<file path="config.mk">
export PLATFORM = sky130hd
export DESIGN_NAME = idxwin_top
export DESIGN_NICKNAME = d
export VERILOG_FILES = /design/src/rtl/idxwin_pkg.sv /design/src/rtl/idxwin_route.sv /design/src/rtl/idxwin_lane_wr.sv /design/src/rtl/idxwin_lane_rd.sv /design/src/rtl/idxwin_top.sv
export SDC_FILE = /design/constraint.sdc
export NUM_CORES = 1
export LEC_CHECK = 0
export CAP_MARGIN = 10
export CORE_MARGIN = 2
export CORE_UTILIZATION = 40
export DETAILED_ROUTE_END_ITERATION = 6
export GPL_ROUTABILITY_DRIVEN = 0
export GPL_TIMING_DRIVEN = 0
export PLACE_DENSITY_LB_ADDON = 0.15
export SLEW_MARGIN = 10
export SYNTH_ARGS = -nofsm -noshare
export SYNTH_HDL_FRONTEND = slang
export SYNTH_SLANG_ARGS = --single-unit
</file>
<file path="constraint.sdc">
create_clock -name clk_i -period 5.5 [get_ports clk_i]
set_input_delay 1.1 -clock clk_i [delete_from_list [all_inputs] [get_ports clk_i]]
set_output_delay 1.1 -clock clk_i [all_outputs]
set_load 0.05 [all_outputs]
</file>
<file path="src/rtl/idxwin_pkg.sv">
package idxwin_pkg;
  typedef enum logic [1:0] {RT_LOCAL, RT_REG, RT_MEM, RT_DROP} route_e;
  typedef enum logic [1:0] {ST_IDLE, ST_WAIT, ST_DONE} state_e;

  function automatic logic [2:0] size_bytes(input logic [1:0] sz);
    case (sz)
      2'd0:    size_bytes = 3'd1;
      2'd1:    size_bytes = 3'd2;
      2'd2:    size_bytes = 3'd4;
      default: size_bytes = 3'd0;
    endcase
  endfunction

  function automatic logic [31:0] size_mask(input logic [1:0] sz);
    case (sz)
      2'd0:    size_mask = 32'h0000_00ff;
      2'd1:    size_mask = 32'h0000_ffff;
      2'd2:    size_mask = 32'hffff_ffff;
      default: size_mask = 32'h0;
    endcase
  endfunction
endpackage

</file>
<file path="src/rtl/idxwin_route.sv">
module idxwin_route
  import idxwin_pkg::*;
#(
  parameter int                  HOST_AW   = 14,
  parameter logic [HOST_AW-1:0]  IDX_ADDR  = '0,
  parameter logic [HOST_AW-1:0]  DATA_ADDR = HOST_AW'(4),
  parameter logic [31:0]         MEM_BYTES = 32'h0100_0000
) (
  input  logic [HOST_AW-1:0] host_addr_i,
  input  logic [1:0]         size_i,
  input  logic [31:0]        index_i,
  output route_e             route_o,
  output logic [31:0]        tgt_o
);
  logic [2:0]  nb;
  logic [1:0]  off;
  logic        is_idx, is_dat;
  logic [32:0] mem_a, mem_end, reg_t;
  logic        reg_hi_ok, reg_self;

  function automatic logic fits(input logic [1:0] o, input logic [2:0] n);
    fits = ({1'b0, o} + n) <= 3'd4;
  endfunction

  assign nb      = size_bytes(size_i);
  assign off     = host_addr_i[1:0];
  assign is_idx  = host_addr_i[HOST_AW-1:2] == IDX_ADDR[HOST_AW-1:2];
  assign is_dat  = host_addr_i[HOST_AW-1:2] == DATA_ADDR[HOST_AW-1:2];
  assign mem_a   = {2'b00, index_i[30:0]} + 33'(off);
  assign mem_end = mem_a + 33'(nb);
  assign reg_t   = {1'b0, index_i} + 33'(off);
  assign reg_hi_ok = reg_t[32:HOST_AW] == '0;
  assign reg_self  = (reg_t[HOST_AW-1:2] == IDX_ADDR[HOST_AW-1:2]) ||
                     (reg_t[HOST_AW-1:2] == DATA_ADDR[HOST_AW-1:2]);

  always_comb begin
    route_o = RT_DROP;
    tgt_o   = 32'(host_addr_i);
    if (nb == 3'd0) begin
      route_o = RT_DROP;
    end else if (is_idx) begin
      route_o = fits(off, nb) ? RT_LOCAL : RT_DROP;
    end else if (is_dat) begin
      if (index_i[31]) begin
        tgt_o   = mem_a[31:0];
        route_o = (mem_end <= {1'b0, MEM_BYTES}) ? RT_MEM : RT_DROP;
      end else begin
        tgt_o   = reg_t[31:0];
        route_o = (reg_hi_ok && !reg_self && fits(reg_t[1:0], nb)) ? RT_REG : RT_DROP;
      end
    end else begin
      route_o = fits(off, nb) ? RT_REG : RT_DROP;
    end
  end
endmodule

</file>
<file path="src/rtl/idxwin_lane_wr.sv">
module idxwin_lane_wr
  import idxwin_pkg::*;
(
  input  logic [1:0]  off_i,
  input  logic [1:0]  size_i,
  input  logic [31:0] data_i,
  output logic [3:0]  be_o,
  output logic [31:0] data_o
);
  logic [2:0] lo, hi;
  assign lo = {1'b0, off_i};
  assign hi = lo + size_bytes(size_i);

  for (genvar k = 0; k < 4; k++) begin : g_be
    assign be_o[k] = (3'(k) >= lo) && (3'(k) < hi);
  end

  assign data_o = (data_i & size_mask(size_i)) << {off_i, 3'b000};
endmodule

</file>
<file path="src/rtl/idxwin_lane_rd.sv">
module idxwin_lane_rd
  import idxwin_pkg::*;
(
  input  logic [31:0] word_i,
  input  logic [1:0]  off_i,
  input  logic [1:0]  size_i,
  output logic [31:0] data_o
);
  assign data_o = (word_i >> {off_i, 3'b000}) & size_mask(size_i);
endmodule

</file>
<file path="src/rtl/idxwin_top.sv">
module idxwin_top
  import idxwin_pkg::*;
#(
  parameter int                  HOST_AW   = 14,
  parameter logic [HOST_AW-1:0]  IDX_ADDR  = '0,
  parameter logic [HOST_AW-1:0]  DATA_ADDR = HOST_AW'(4),
  parameter logic [31:0]         MEM_BYTES = 32'h0100_0000
) (
  input  logic               clk_i,
  input  logic               rst_ni,
  input  logic               host_req_i,
  input  logic               host_we_i,
  input  logic [HOST_AW-1:0] host_addr_i,
  input  logic [1:0]         host_size_i,
  input  logic [31:0]        host_wdata_i,
  output logic [31:0]        host_rdata_o,
  output logic               host_ready_o,
  output logic               reg_req_o,
  output logic               reg_we_o,
  output logic [HOST_AW-1:0] reg_addr_o,
  output logic [3:0]         reg_be_o,
  output logic [31:0]        reg_wdata_o,
  input  logic [31:0]        reg_rdata_i,
  input  logic               reg_ok_i,
  input  logic               reg_ack_i,
  output logic               mem_req_o,
  output logic               mem_we_o,
  output logic [31:0]        mem_addr_o,
  output logic [1:0]         mem_size_o,
  output logic [31:0]        mem_wdata_o,
  input  logic [31:0]        mem_rdata_i,
  input  logic               mem_ack_i
);
  state_e      st_q;
  route_e      route_d, route_q;
  logic [31:0] index_q, index_new;
  logic [31:0] tgt_d, tgt_q;
  logic [1:0]  size_q;
  logic        we_q;
  logic [3:0]  be_d, be_q;
  logic [31:0] lane_d, lane_q, wmem_q, rdata_q;
  logic [31:0] loc_rd, dn_word, dn_rd;
  logic [1:0]  dn_off;
  logic        dn_ack;

  idxwin_route #(
    .HOST_AW(HOST_AW), .IDX_ADDR(IDX_ADDR), .DATA_ADDR(DATA_ADDR), .MEM_BYTES(MEM_BYTES)
  ) u_route (
    .host_addr_i(host_addr_i), .size_i(host_size_i), .index_i(index_q),
    .route_o(route_d), .tgt_o(tgt_d)
  );

  idxwin_lane_wr u_wr (
    .off_i(tgt_d[1:0]), .size_i(host_size_i), .data_i(host_wdata_i),
    .be_o(be_d), .data_o(lane_d)
  );

  idxwin_lane_rd u_rd_loc (
    .word_i(index_q), .off_i(tgt_d[1:0]), .size_i(host_size_i), .data_o(loc_rd)
  );

  // memory data is already right-justified, register data sits in its lanes
  assign dn_word = (route_q == RT_MEM) ? mem_rdata_i : (reg_ok_i ? reg_rdata_i : 32'h0);
  assign dn_off  = (route_q == RT_MEM) ? 2'b00 : tgt_q[1:0];
  assign dn_ack  = (route_q == RT_MEM) ? mem_ack_i : reg_ack_i;

  idxwin_lane_rd u_rd_dn (
    .word_i(dn_word), .off_i(dn_off), .size_i(size_q), .data_o(dn_rd)
  );

  always_comb begin
    for (int k = 0; k < 4; k++) begin
      index_new[8*k +: 8] = be_d[k] ? lane_d[8*k +: 8] : index_q[8*k +: 8];
    end
  end

  always_ff @(posedge clk_i or negedge rst_ni) begin
    if (!rst_ni) begin
      st_q    <= ST_IDLE;
      route_q <= RT_DROP;
      index_q <= '0;
      tgt_q   <= '0;
      size_q  <= '0;
      we_q    <= 1'b0;
      be_q    <= '0;
      lane_q  <= '0;
      wmem_q  <= '0;
      rdata_q <= '0;
    end else begin
      case (st_q)
        ST_IDLE: if (host_req_i) begin
          route_q <= route_d;
          tgt_q   <= tgt_d;
          size_q  <= host_size_i;
          we_q    <= host_we_i;
          be_q    <= be_d;
          lane_q  <= lane_d;
          wmem_q  <= host_wdata_i & size_mask(host_size_i);
          rdata_q <= '0;
          case (route_d)
            RT_LOCAL: begin
              if (host_we_i) index_q <= index_new;
              else           rdata_q <= loc_rd;
              st_q <= ST_DONE;
            end
            RT_DROP: st_q <= ST_DONE;
            default: st_q <= ST_WAIT;
          endcase
        end
        ST_WAIT: if (dn_ack) begin
          if (!we_q) rdata_q <= dn_rd;
          st_q <= ST_DONE;
        end
        default: st_q <= ST_IDLE;
      endcase
    end
  end

  assign host_ready_o = st_q == ST_DONE;
  assign host_rdata_o = rdata_q;
  assign reg_req_o    = (st_q == ST_WAIT) && (route_q == RT_REG);
  assign reg_we_o     = we_q;
  assign reg_addr_o   = {tgt_q[HOST_AW-1:2], 2'b00};
  assign reg_be_o     = be_q;
  assign reg_wdata_o  = lane_q;
  assign mem_req_o    = (st_q == ST_WAIT) && (route_q == RT_MEM);
  assign mem_we_o     = we_q;
  assign mem_addr_o   = tgt_q;
  assign mem_size_o   = size_q;
  assign mem_wdata_o  = wmem_q;

  assert_excl_R11: assert property (@(posedge clk_i) disable iff (!rst_ni)
    !(reg_req_o && mem_req_o));
  assert_mem_bounds_R4: assert property (@(posedge clk_i) disable iff (!rst_ni)
    mem_req_o |-> (33'(mem_addr_o) + 33'(size_bytes(mem_size_o))) <= {1'b0, MEM_BYTES});
  assert_reg_hold_R10: assert property (@(posedge clk_i) disable iff (!rst_ni)
    reg_req_o && !reg_ack_i |=> reg_req_o && $stable(reg_addr_o));
  assert_mem_hold_R10: assert property (@(posedge clk_i) disable iff (!rst_ni)
    mem_req_o && !mem_ack_i |=> mem_req_o && $stable(mem_addr_o));
  assert_ready_pulse_R10: assert property (@(posedge clk_i) disable iff (!rst_ni)
    host_ready_o |=> !host_ready_o);
  assert_one_req_R11: assert property (@(posedge clk_i) disable iff (!rst_ni)
    (reg_ack_i || mem_ack_i) && (reg_req_o || mem_req_o) |=> !reg_req_o && !mem_req_o);
  assert_be_R5: assert property (@(posedge clk_i) disable iff (!rst_ni)
    reg_req_o |-> $countones(reg_be_o) inside {1, 2, 4});
  assert_no_self_R7: assert property (@(posedge clk_i) disable iff (!rst_ni)
    reg_req_o |-> reg_addr_o[HOST_AW-1:2] != IDX_ADDR[HOST_AW-1:2] &&
                  reg_addr_o[HOST_AW-1:2] != DATA_ADDR[HOST_AW-1:2]);
endmodule

</file>
# [Yosys cells after proc, flatten, opt, wreduce, memory -nomap -nowiden]
# Cells that the tools add are included.
[op_classes] shifts=3 n_mux=31 div=0 n_eq_ne=14 n_lt_le_gt_ge=11 add_sub_neg=6 n_bitwise=4 reduce_logical=27 mul=0
[ops] operator="32-bit 2-to-1 mux" count=13
[ops] operator="32-bit case mux with 3 select lines" count=2
[ops] operator="32-bit bitwise AND" count=4
[ops] operator="32-bit case mux with 2 select lines" count=1
[ops] operator="32-bit by 5-bit right shift with 32-bit output" count=2
[ops] operator="32-bit by 2-bit adder with 33-bit output" count=1
[ops] operator="33-bit by 3-bit adder with 33-bit output" count=1
[ops] operator="33-bit by 25-bit less-or-equal comparator with 1-bit output, second input constant" count=1
[ops] operator="31-bit by 2-bit adder with 32-bit output" count=1
[ops] operator="32-bit by 5-bit << shifter with 32-bit output" count=1
[ops] operator="12-bit by 1-bit equality test with 1-bit output, second input constant" count=2
[ops] operator="12-bit zero test" count=2
[ops] operator="2-bit 2-to-1 mux" count=11
[ops] operator="5-bit AND reduction" count=4
[ops] operator="19-bit zero test" count=1
[ops] operator="2-bit equality test, second input constant" count=5
[ops] operator="2-bit by 3-bit adder with 3-bit output" count=3
[ops] operator="3-bit case mux with 3 select lines" count=1
[ops] operator="2-bit by 1-bit equality test with 1-bit output, second input constant" count=4
[ops] operator="1-bit logical AND" count=8
[ops] operator="2-bit zero test" count=4
[ops] operator="3-bit less-or-equal comparator, second input constant" count=2
[ops] operator="1-bit by 3-bit less-than comparator with 1-bit output, first input constant" count=2
[ops] operator="2-bit by 3-bit less-than comparator with 1-bit output, first input constant" count=2
[ops] operator="other kinds (12)" count=18
[word_totals] romBits=0 out_inout_bits=153 ramBits=0 reg_bits=171 latchBits=0 memories=0 wordCells=109

# [Logic depth before layout (Yosys ltp)]
# Gate-level depths: netlist of the first run.
[depth] depth_word=16 depth_mapped=21 ltp_nobuf=20

# [By module]
# Synthesis of the first run repeated with hierarchy kept, for this count alone.
[hier_totals] hier_cells=1421 hier_area_um2=12219.2
[by_module_without_submodules] mod="idxwin_top" cells_each=771 area_per_inst_um2=7597.3 n_inst=1
[by_module_without_submodules] mod="idxwin_route" cells_each=344 area_per_inst_um2=2314.7 n_inst=1
[by_module_without_submodules] mod="idxwin_lane_rd" cells_each=89 area_per_inst_um2=666.9 n_inst=2
[by_module_without_submodules] mod="idxwin_lane_wr" cells_each=128 area_per_inst_um2=973.4 n_inst=1

# [Worst setup path before layout of the first run]
# No wires, ideal clock.
[synth_timing] kind="input to register" from="input host_addr_i[0]" to="register rdata_q[31] (netlist: host_rdata_o[31])" arrival_time_ps=5763 setup_slack_ps=-346 path_stages=19 setup_time_ps=83 path_buffers=1 cell_sequence="ha_1 -> inv_1 -> fa_1 -> nand4b_1 -> or4_1 -> or3_1 -> a22oi_1 -> and2_1 -> buf_6 -> nand3b_2 -> or4_1 -> and2_1 -> o41ai_1 -> ha_1 -> nor3b_1 -> nand3_1 -> nor2_1 -> a21oi_1 -> o21ai_0"
[synth_via] elab_chain_cells=15 word_cells_on_any_way=34 classes_between="add/sub (5); order compare (3); eq/ne (1); shift (1); mux (16); bitwise (1); reduce/logical (7)"
[synth_rtl] element="start: declaration" line="idxwin_top.sv:13" text="input logic [HOST_AW-1:0] host_addr_i,"
[synth_rtl] element="parallel branches: the longest is 12 deep, another holds 33-bit by 3-bit adder with 33-bit output"
[synth_rtl] element="32-bit 2-to-1 mux (*)" line="idxwin_top.sv:100" text="case (route_d)"
[synth_rtl] element="32-bit 2-to-1 mux (*)" line="idxwin_top.sv:91" text="ST_IDLE: if (host_req_i) begin"
[synth_rtl] element="32-bit case mux with 2 select lines (*)" line="idxwin_top.sv:90" text="case (st_q)"
[synth_rtl] element="end signal: assignment" line="idxwin_top.sv:103" text="else rdata_q <= loc_rd;"
[synth_rtl] element="end signal: assignment" line="idxwin_top.sv:111" text="if (!we_q) rdata_q <= dn_rd;"
[synth_rtl] element="end: declaration" line="idxwin_top.sv:41" text="logic [31:0] lane_d, lane_q, wmem_q, rdata_q;"
# Mark *: on every way between the ends. The select of a mux whose other input is x is not followed.
# A chain may end at the register's enable or synchronous reset.

# [Worst setup path in the final report of the first run]
[layout_timing] from="input host_size_i[1]" to="register index_q[22]"
[layout_via] elab_chain_cells=12 word_cells_on_any_way=30 classes_between="add/sub (4); order compare (5); eq/ne (2); shift (1); mux (11); bitwise (1); reduce/logical (6)"
[layout_rtl] element="start: declaration" line="idxwin_top.sv:14" text="input logic [1:0] host_size_i,"
[layout_rtl] element="parallel branches: the longest is 12 deep, another holds 33-bit by 3-bit adder with 33-bit output"
[layout_rtl] element="end signal: assignment" line="idxwin_top.sv:102" text="if (host_we_i) index_q <= index_new;"
[layout_rtl] element="end: declaration" line="idxwin_top.sv:36" text="logic [31:0] index_q, index_new;"
# Several ways; the timed one is not identified.

==> impl_metrics.env, run 1 <==
export IMPL_synth_area_leaders="dfrtp_1 41%, nand2_1 9.0%, o21ai_0 7.9%"
export IMPL_ios=272
export IMPL_async_reset_ff_share_pct=100
export IMPL_cts_clk_slew_worst_paths_ns=0.08
export IMPL_clock_fmax_ghz=0.186
export IMPL_synth_edf_count=0
export IMPL_cts_made_buffers=17
export IMPL_required_ns=5.82
export IMPL_max_stage_delay_ns=0.56
export IMPL_dr_pass1_iters=7
export IMPL_row_count=59
export IMPL_fin_nets=1704
export IMPL_synth_warnings=0
export IMPL_wl_per_cell_um=21.2
export IMPL_dieHeight_um=165
export IMPL_grt_pass1_vias=10400
export IMPL_slew_headroom_pct=36.5
export IMPL_met3_usage_pct=5.37
export IMPL_diodes=0
export IMPL_cpMaxStageDelayCell="clkdlybuf4s50_1"
export IMPL_violations="DRC"
export IMPL_hpwlAfterDp_um=30800
export IMPL_netlist_area_leader_share_pct=40.6
export IMPL_status="finished, violations left"
export IMPL_grt_pass1_wl_um=60000
export IMPL_end_kind="flop"
export IMPL_worst_pin_slew_ns=0.953
export IMPL_synth_ff_latch_count=171
export IMPL_cts_sinks=171
export IMPL_cellPowerDensity_nw_per_um2=364
export IMPL_power_frac_comb_pct=46.3
export IMPL_internal_power_mw=2.90
export IMPL_yosysUniqueCellTypes=70
export IMPL_crit_chain="clkdlybuf4s50_1, inv_1, ha_2, ha_1, fa_2, a21oi_2, inv_1, nand3_4, a211oi_4, a41oi_1, mux2i_1, or4_4, and2_4, o41ai_4, ha_2, buf_4, nand2_2, or3_1, clkbuf_8, nand2_1, o21ai_0"
export IMPL_postCtsHoldBufs=0
export IMPL_startpoint_type="input pin"
export IMPL_r2r_slack_ns=0.46
export IMPL_clk_latency_ns=0.45
export IMPL_initial_utilization_pct=40.3
export IMPL_syn_inst=1257
export IMPL_vdd_drop_max_uv=318
export IMPL_path_class="in2reg"
export IMPL_report_power_total_mw=5.34
export IMPL_drtAntennaViolNets=0
export IMPL_grt_use_total_pct=29.4
export IMPL_avgSynthCellArea_um2=8.28
export IMPL_grt_antenna_before_repair=1
export IMPL_final_cell_mix="265 x clkdlybuf4s50_1, 247 x nand2_1, 169 x dfrtp_1"
export IMPL_fin_skew_ns=0.0202
export IMPL_drt_total_wl_um=40600
export IMPL_clockPowerShare_pct=23.3
export IMPL_overflow=0
export IMPL_cts_tree="yes"
export IMPL_whs_ns=0.476
export IMPL_arrival_ns=5.68
export IMPL_crit_fanout=10
export IMPL_use_met2_pct=46.4
export IMPL_holdCritStartpoint="mem_wdata_o[29]"
export IMPL_die_area_um2=27300
export IMPL_vias=11000
export IMPL_htree_num_levels=4
export IMPL_setup_violations_final=0
export IMPL_hold_class="reg2reg"
export IMPL_top_usage_layer="met2"
export IMPL_post_route_util_pct=56.8
export IMPL_fp_coreArea_um2=25800
export IMPL_die_x_um=165
export IMPL_drive_gt1_share_pct=10.4
export IMPL_grt_met1_usage_pct=39.8
export IMPL_root_buffer="clkbuf_16"
export IMPL_r2r_start="index_q[1]"
export IMPL_syn_area_um2=10400
export IMPL_period_share_pct=97.5
export IMPL_hold_viol=0
export IMPL_period_needed_ns=5.36
export IMPL_seq_area_frac_synth_pct=41.1
export IMPL_p_sw_mw=2.44
export IMPL_io_buffers=269
export IMPL_maxSlewViolCount=0
export IMPL_cap_violations=0
export IMPL_mostFrequentLayoutCell="clkdlybuf4s50_1"
export IMPL_p_leak_nw=5.99
export IMPL_drc_errors=2
export IMPL_seqPwrFrac_pct=30.5
export IMPL_viasPerCell=5.77
export IMPL_clock_path_buffers=2
export IMPL_yosys_area_top_type="dfrtp_1"
export IMPL_swShare_pct=45.7
export IMPL_synth_ff_type="dfrtp_1"
export IMPL_grt_max_degree=91
export IMPL_crit_start="host_size_i[1]"
export IMPL_area_growth_pct=40.8
export IMPL_dr_first_iter_drc_count=1127
[synthesized netlist by cell type, types with 7 or more instances]
master and instances:
and3_1 9, and2_1 9, nand3_1 47, nand2_1 250, a21o_1 10, nand2b_1 19
o31ai_1 7, dfrtp_1 169, buf_4 17, nor2_1 62, a21oi_1 89, o221ai_1 8
nor2b_1 7, inv_1 22, or3_1 7, o21ai_0 164, a22oi_1 25, ha_1 16
xnor2_1 20, nand4_1 17, buf_1 13, mux2_2 14, a22o_1 13, clkbuf_1 71
mux2i_1 27, nor4_1 10, nor3_1 13, xor2_1 16, a2bb2oi_1 8, o22a_1 16
[power groups by stage]
| stage | sequential [mW] | combinational, mW | clock, mW |
|---|---|---|---|
| 2_1_floorplan | 2.35 | 0.808 | 0 |
| 3_3_place_gp | 1.64 | 2.43 | 0 |
| 3_5_place_dp | 1.64 | 2.45 | 0 |
| 4_1_cts | 1.62 | 2.46 | 1.25 |
| 5_1_grt | 1.65 | 2.60 | 1.30 |
| 6_report | 1.63 | 2.47 | 1.24 |
[final timing paths]
check | endpoint | cells past startpoint
max | index_q[22] | 21
min | mem_wdata_o[29] | 2
max reg2reg | index_q[22] | 18
min reg2reg | mem_wdata_o[29] | 2
max in group asynchronous | host_rdata_o[3] | 2
min in group asynchronous | mem_addr_o[8] | 1
[registers in the layout, indices dropped and copies added, names as in the netlist]
register / cells
mem_addr_o: 32
mem_we_o: 1
index_q: 32
st_q: 2
mem_wdata_o: 32
reg_be_o: 4
mem_size_o: 2
reg_wdata_o: 32
host_rdata_o: 32
route_q: 2
[cells by family after synthesis]
family                     after synthesis  share of synthesized area (%)
and+or+nand+nor                        482                           21.7
AOI/OAI and AO/OA                      376                           21.8
DFF                                    171                           41.1
buffers and inverters                  130                           5.49
muxes                                   41                           4.11
xor gates and xnor gates                36                           3.03
adders and majority gates               20                           2.69
other                                    1                         0.0360
[through the flow]
step	instances	setup WS, ns	TNS, ns	instance area, µm²
finish	1913	0.137	0	14700
global route	1913	-0.0992	-2.50	14700
CTS	1905	0.00251	0	14400
detailed placement	1864	-1.44	-86.88	13700
global placement	1862	-3.89	-739.83	13600
floorplan	1258	-0.0694	-1.23	10500
[critical path: cells and delay by family]
kind / cells / cell delay, ns
buffers and inverters: 5 / 1.07
multiplexers: 1 / 0.13
adder cells (fa/ha/maj): 4 / 1.11
AND/OR/NAND/NOR: 6 / 1.33
AO/OA/AOI/OAI: 5 / 0.94
[routing by layer]
metal	part of all wire, %	routed length (µm)
met5	0.025	10
met4	4.0	1610
met3	8.2	3340
met2	46	18800
met1	42	16900
[timing repair]
| item | in CTS | in global routing |
|---|---|---|
| setup buffers | 8 | 13 |
| gates resized for setup | 25 | 44 |
| endpoints found under the setup margin | 66 | 64 |
| gates cloned | 1 | 0 |
| pin swaps | 9 | 23 |
[layout make-up]
| class | count | area (µm²) |
|---|---|---|
| clock buffer | 18 | 429 |
| timing repair buffer | 292 | 2890 |
| fill | 2370 | 11200 |
| multi-input combinational | 958 | 5900 |
| inverter | 23 | 86.3 |
| clock inverter | 14 | 168 |
| tap | 335 | 419 |
| buffer | 102 | 489 |
| sequential | 171 | 4280 |
Note: power is estimated with default switching activity, not from simulation.
==> run 2, diff against run 1 <==
--- a/config.mk
+++ b/config.mk
@@ -5,12 +5,13 @@
 export SDC_FILE = /design/constraint.sdc
 export NUM_CORES = 1
 export LEC_CHECK = 0
-export CAP_MARGIN = 10
+export ABC_CLOCK_PERIOD_IN_PS = 5500
 export CORE_MARGIN = 2
 export CORE_UTILIZATION = 40
 export DETAILED_ROUTE_END_ITERATION = 6
 export GPL_ROUTABILITY_DRIVEN = 0
 export GPL_TIMING_DRIVEN = 0
+export HOLD_SLACK_MARGIN = 0.02
 export PLACE_DENSITY_LB_ADDON = 0.15
 export SLEW_MARGIN = 10
 export SYNTH_ARGS = -nofsm -noshare
==> results of run 2 <==
No change in the layout: final DEF, timing and power equal those of run 1.
